### src/rtl/cpwm_pkg.sv
package cpwm_pkg;

    // Phase order within one PWM period; the sequence is part of the behaviour.
    typedef enum logic [1:0] {
        PH_A    = 2'd0,
        PH_GAP1 = 2'd1,
        PH_B    = 2'd2,
        PH_GAP2 = 2'd3
    } phase_e;

    typedef struct packed {
        logic a;
        logic b;
    } leg_t;

    function automatic int imax(input int x, input int y);
        return (x > y) ? x : y;
    endfunction

    // Output levels that belong to a phase: only the two pulse phases drive a leg.
    function automatic leg_t leg_for(input phase_e p);
        leg_t l;
        l.a = (p == PH_A);
        l.b = (p == PH_B);
        return l;
    endfunction

endpackage

### src/rtl/cpwm_width.sv
module cpwm_width
    import cpwm_pkg::*;
#(
    parameter int DUTY_W = 8
) (
    input  logic              clk,
    input  logic              rst,
    input  logic              load,
    input  logic [DUTY_W-1:0] duty_in,
    output logic [DUTY_W-1:0] len_a,
    output logic [DUTY_W-1:0] len_b
);

    logic [DUTY_W-1:0] duty_q;

    // Capture the duty word once per period.
    always_ff @(posedge clk) begin
        if (rst) begin
            duty_q <= '0;
        end else if (load) begin
            duty_q <= duty_in;
        end
    end

    // On the loading clock the A width comes straight from the input.
    always_comb begin
        len_a = load ? duty_in : duty_q;
        len_b = ~duty_q;
    end

endmodule

### src/rtl/cpwm_seq.sv
module cpwm_seq
    import cpwm_pkg::*;
#(
    parameter int DUTY_W    = 8,
    parameter int DEAD_CLKS = 100,
    parameter int CNT_W     = 8
) (
    input  logic              clk,
    input  logic              rst,
    input  logic [DUTY_W-1:0] len_a,
    input  logic [DUTY_W-1:0] len_b,
    output logic              load,
    output phase_e            nxt_phase
);

    localparam logic [CNT_W-1:0] GAP_LOAD = CNT_W'(DEAD_CLKS - 1);
    localparam logic [CNT_W-1:0] ONE      = CNT_W'(1);

    phase_e           phase_q;
    logic [CNT_W-1:0] cnt_q;     // clocks left in the phase after the current one
    logic             pend_q;    // a period start is due (after reset)
    logic [CNT_W-1:0] nxt_cnt;
    logic             last;

    assign last = pend_q || (cnt_q == '0);

    always_comb begin
        nxt_phase = phase_q;
        nxt_cnt   = cnt_q - ONE;
        load      = 1'b0;
        if (last) begin
            if (pend_q || phase_q == PH_GAP2) begin
                load = 1'b1;
                if (len_a != '0) begin
                    nxt_phase = PH_A;
                    nxt_cnt   = CNT_W'(len_a) - ONE;
                end else begin
                    nxt_phase = PH_GAP1;
                    nxt_cnt   = GAP_LOAD;
                end
            end else begin
                unique case (phase_q)
                    PH_A: begin
                        nxt_phase = PH_GAP1;
                        nxt_cnt   = GAP_LOAD;
                    end
                    PH_GAP1: begin
                        if (len_b != '0) begin
                            nxt_phase = PH_B;
                            nxt_cnt   = CNT_W'(len_b) - ONE;
                        end else begin
                            nxt_phase = PH_GAP2;
                            nxt_cnt   = GAP_LOAD;
                        end
                    end
                    default: begin
                        nxt_phase = PH_GAP2;
                        nxt_cnt   = GAP_LOAD;
                    end
                endcase
            end
        end
    end

    always_ff @(posedge clk) begin
        if (rst) begin
            phase_q <= PH_A;
            cnt_q   <= '0;
            pend_q  <= 1'b1;
        end else begin
            phase_q <= nxt_phase;
            cnt_q   <= nxt_cnt;
            pend_q  <= 1'b0;
        end
    end

endmodule

### src/rtl/cpwm_drive.sv
module cpwm_drive
    import cpwm_pkg::*;
(
    input  logic   clk,
    input  logic   rst,
    input  phase_e nxt_phase,
    output leg_t   leg_q
);

    // Registered outputs: decoded from the next phase so they line up with it.
    always_ff @(posedge clk) begin
        if (rst) begin
            leg_q <= '0;
        end else begin
            leg_q <= leg_for(nxt_phase);
        end
    end

endmodule

### src/rtl/cpwm_deadtime.sv
module cpwm_deadtime
    import cpwm_pkg::*;
#(
    parameter int DUTY_W    = 8,
    parameter int DEAD_CLKS = 100
) (
    input  logic              clk,
    input  logic              rst,
    input  logic [DUTY_W-1:0] duty,
    output logic              pwm_a,
    output logic              pwm_b
);

    localparam int CNT_W = imax(DUTY_W, $clog2(DEAD_CLKS + 1));

    logic [DUTY_W-1:0] len_a;
    logic [DUTY_W-1:0] len_b;
    logic              load;
    phase_e            nxt_phase;
    leg_t              leg;

    cpwm_width #(.DUTY_W(DUTY_W)) u_width (
        .clk     (clk),
        .rst     (rst),
        .load    (load),
        .duty_in (duty),
        .len_a   (len_a),
        .len_b   (len_b)
    );

    cpwm_seq #(
        .DUTY_W    (DUTY_W),
        .DEAD_CLKS (DEAD_CLKS),
        .CNT_W     (CNT_W)
    ) u_seq (
        .clk       (clk),
        .rst       (rst),
        .len_a     (len_a),
        .len_b     (len_b),
        .load      (load),
        .nxt_phase (nxt_phase)
    );

    cpwm_drive u_drive (
        .clk       (clk),
        .rst       (rst),
        .nxt_phase (nxt_phase),
        .leg_q     (leg)
    );

    assign pwm_a = leg.a;
    assign pwm_b = leg.b;

endmodule

### config.mk
export PLATFORM = sky130hd
export DESIGN_NAME = cpwm_deadtime
export DESIGN_NICKNAME = d
export VERILOG_FILES = /design/src/rtl/cpwm_pkg.sv /design/src/rtl/cpwm_width.sv /design/src/rtl/cpwm_seq.sv /design/src/rtl/cpwm_drive.sv /design/src/rtl/cpwm_deadtime.sv
export SDC_FILE = /design/constraint.sdc
export NUM_CORES = 1
export LEC_CHECK = 0
export BUFFER_PORTS_ARGS = -buffer_cell sky130_fd_sc_hd__buf_2
export CORE_UTILIZATION = 61
export CTS_BUF_LIST = sky130_fd_sc_hd__clkbuf_8
export CTS_CLUSTER_SIZE = 12
export DETAILED_ROUTE_END_ITERATION = 8
export GPL_TIMING_DRIVEN = 0
export PLACE_DENSITY_LB_ADDON = 0.08
export RECOVER_POWER = 100
export SLEW_MARGIN = 20
export SYNTH_ARGS = -nofsm -noshare
export SYNTH_HDL_FRONTEND = slang
export SYNTH_SLANG_ARGS = --single-unit
### constraint.sdc
create_clock -name clk -period 3.9 [get_ports clk]
set_input_delay 0.195 -clock clk [delete_from_list [all_inputs] [get_ports clk]]
set_output_delay 0.195 -clock clk [all_outputs]
set_load 0.005 [all_outputs]
==> metrics.md <==
| Metric | Value |
|---|---|
| Wire length on met3 | 240 um |
| CP peak stage delay | 0.52 ns |
| Status | completed |
| Hold wc startpoint | rst |
| FP Rows | 17 |
| Mapped Avg Cell Area | 8.466 um^2 |
| WS Path Type | flop to flop |
| Initial antenna violation count | 0 |
| Ports | 12 |
| Cell variety after synth | 49 |
| Maximum VDD drop | 0.0003661 V |
| Synthesis-to-layout area growth | 10.89% |
| Total power draw | 0.5911 mW |
| FF+latch count, synth | 21 |
| CTS Root Cell | clkbuf_8 |
| Post-synth EDFFs | 0 |
| Total CTS buffers | 3 |
| Post-CTS Setup Bufs | 0 |
| PwrDens | 368.2 nW/um^2 |
| Final wirelength | 3529 um |
| R2R Path Start | u_seq.cnt_q[0] |
| CP delay by family, top | simple AND/OR/NAND/NOR gates |
| Total GRT Usage | 30.95% |
| DP Wirelength | 2662 um |
| Drt first pass iters | 4 |
| Nets@finish | 200 |
| Crit path launch type | flop |
| Post-synth ARST share | 0% |
| Max transition margin | 52.35% |
| Syn. warnings | 0 |
| Count leader, synth | dfxtp_1 |
| Top Metal Used | met4 |
| Cell area after synthesis | 1448 um^2 |
| Core Box Area | 2233 um^2 |
| Slew @ Worst Pin | 0.7148 ns |
| Worst path bufs/invs | 2 |
| Tcrit/Tclk final | 94.12% |
| Switching share of power | 34.24% |
| Clock latency on the worst-skew pair | 0.26 ns |
| CTS sink cnt | 21 |
| Max Clock Freq | 272.4 MHz |
| Dpl cell area | 1538 um^2 |
| Reg power frac | 44.8% |
| Buffers on Ports | 11 |
| Final Hold Fails | 0 |
| Routability cong. | 0.8995 |
| Pin count of the biggest net entering global routing | 13 |
| Die height | 50.72 um |
| Average routed wire per standard cell | 16.49 um |
| Routed vias | 1404 |
| Leak | 0.6302 nW |
| Slowest CP cell | or4b_4 |
| Gate power share | 30.7% |
| Internal power | 0.3887 mW |
| Synth Flop Type | dfxtp_1 |
| Cells after Synth | 171 |
| Setup Skew | 0.001275 ns |
| CP most frequent cell | ha_1 |
| Number of global-route vias before repair | 1357 |
| WP data arrival | 3.87 ns |
| Initial DRC count | 55 |
| Clock-pin slew on the worst setup and hold paths | 0.08 ns |
| Vias/cell | 6.561 |
| Main area contributors after synthesis | dfxtp_1 (29%), mux2i_1 (6.2%), nor2_1 (4.9%) |
| Post-synthesis sequential area ratio | 29.04% |
| Yosys top cell area share | 29.04% |
| NetSw | 0.2024 mW |
| Commonest cells in the netlist | dfxtp_1 (21), nor2_1 (19), a21oi_1 (10), nand2_1 (10), nor3_1 (10) |
| Grt ovf | 0 |
| Max-Cap Viols | 0 |
| CP required | 4.10 ns |
| Fraction of layout instances using a drive strength above 1 | 12.37% |
| First-pass GRT wire length | 5878 um |
| Top fanout value on the critical path | 10 |
| CP Cell Sequence | inv_1 -> ha_1 -> nor3b_2 -> a31oi_4 -> clkbuf_4 -> mux2i_1 -> ha_1 -> or4b_4 -> nor4_1 -> nor2_1 -> o41ai_4 -> nor2b_1 |
| Final min period | 3.671 ns |
| ANT nets after route | 0 |
| Initial Util | 64.82% |
| Worst setup EP type | flop |
| Synth area leader | dfxtp_1 |
| Final setup fails | 0 |
| Met2 Wirelength | 1704 um |
| CTS tree | done |
| Hold Crit Class | input port to flop |
| Clock power share | 24.5% |
| Syn_nets | 184 |
| RSZ-0062 raised after global routing | false |
| Post-CTS Hold Buffers | 0 |
| CTS Buffer Depth | 2 |
| Die area | 2572 um^2 |
| Antenna diode count | 0 |
| Wl on met1 | 1515 um |
| Die width | 50.72 um |
| Finished layout cell area | 1605 um^2 |
| Critical Path Start | u_seq.cnt_q[0] |
| DRC | 0 |
| Slew Limit Fails | 0 |
| CTS H-tree depth | 1 |
per-layer routing:
layer | up-vias | track usage, %
met2 | 59 | 51.11
met1 | 660 | 39.67
met3 | 7 | 3.636
met5 | - | 0
li1 | 678 | -
met4 | 0 | 14.81
power by group through the flow:
stage | sequential [mW] | combinational (mW) | clock (mW)
2_1_floorplan | 0.263 | 0.135 | 0
3_3_place_gp | 0.268 | 0.168 | 0
3_5_place_dp | 0.269 | 0.173 | 0
4_1_cts | 0.264 | 0.176 | 0.149
5_1_grt | 0.268 | 0.201 | 0.154
6_report | 0.265 | 0.181 | 0.145
final timing paths:
path | end | slack [ns] | cells after the start
worst max-delay path | u_seq.phase_q[0] | 0.23 | 12
worst min-delay path | u_seq.pend_q | 0.08 | 1
worst max register to register | u_seq.phase_q[0] | 0.23 | 12
worst min register to register | u_seq.cnt_q[0] | 0.55 | 1
registers in the layout, indices dropped and copies added (netlist names):
register	count
u_seq.pend_q	1
u_width.duty_q	8
u_seq.cnt_q	8
u_drive.leg_q	2
u_seq.phase_q	2
cells by family (layout without fill, tap and decap cells):
logic type	count (synthesis)	count (layout)	share of synthesized area, %
simple gates	66	66	25.24
flops	21	21	29.04
mux	10	10	7.174
buf+inv	13	28	3.457
fa+ha+maj	3	3	2.593
xor+xnor	15	15	9.075
compound gates	43	43	23.42
repair_timing:
| action | 4_1_cts | 5_1_grt |
|---|---|---|
| resized for setup | 1 | 2 |
| gates cloned | 0 | 0 |
| endpoints found under the setup margin | 3 | 3 |
| pin swaps | 0 | 1 |
| endpoints found under the hold margin | 0 | 0 |
layout by cell type (no fill, tap or decap), types with 3 or more instances in the layout:
cell type	count
dfxtp_1	21
nor2_1	19
nor3_1	10
nand2_1	10
a21oi_1	10
buf_2	10
mux2i_1	9
xnor2_1	8
clkbuf_1	7
xor2_1	7
inv_1	6
o31ai_1	5
o21ai_0	4
nor4_1	3
nor3b_1	3
nand3_1	3
a221oi_1	3
or4_1	3
ha_1	3
clkbuf_8	3
layout make-up:
| type | count | area, um^2 |
|---|---|---|
| multi-input cells | 137 | 997.2 |
| fillers | 193 | 628.1 |
| flip-flops and latches | 21 | 420.4 |
| repair buffers | 11 | 53.80 |
| clock buffers | 3 | 41.29 |
| well taps | 28 | 35.03 |
| plain buffers | 7 | 30.03 |
| inverters | 6 | 22.52 |
| clock inverters | 1 | 5.005 |
metrics by stage:
step	instances	setup TNS [ns]	hold WS, ns	worst slack [ns]	utilization [%]
after detailed placement	210	-0.01802	0.3312	-0.01802	68.85
after global placement	210	0	0.3239	0.09397	68.85
after floorplan	171	0	0.2227	0.5351	-
final	214	0	0.07954	0.2293	71.88
after CTS	214	0	0.05293	0.1011	71.32
after global routing	214	0	0.08532	0.03551	71.88
worst reg2reg max path, cell delays in order (launching register included):
cell	delay, ns
dfxtp_1	0.39
inv_1	0.06
ha_1	0.26
nor3b_2	0.22
a31oi_4	0.31
clkbuf_4	0.33
mux2i_1	0.27
ha_1	0.25
or4b_4	0.52
nor4_1	0.21
nor2_1	0.20
o41ai_4	0.41
nor2b_1	0.18
(Power assumes the default switching activity.)
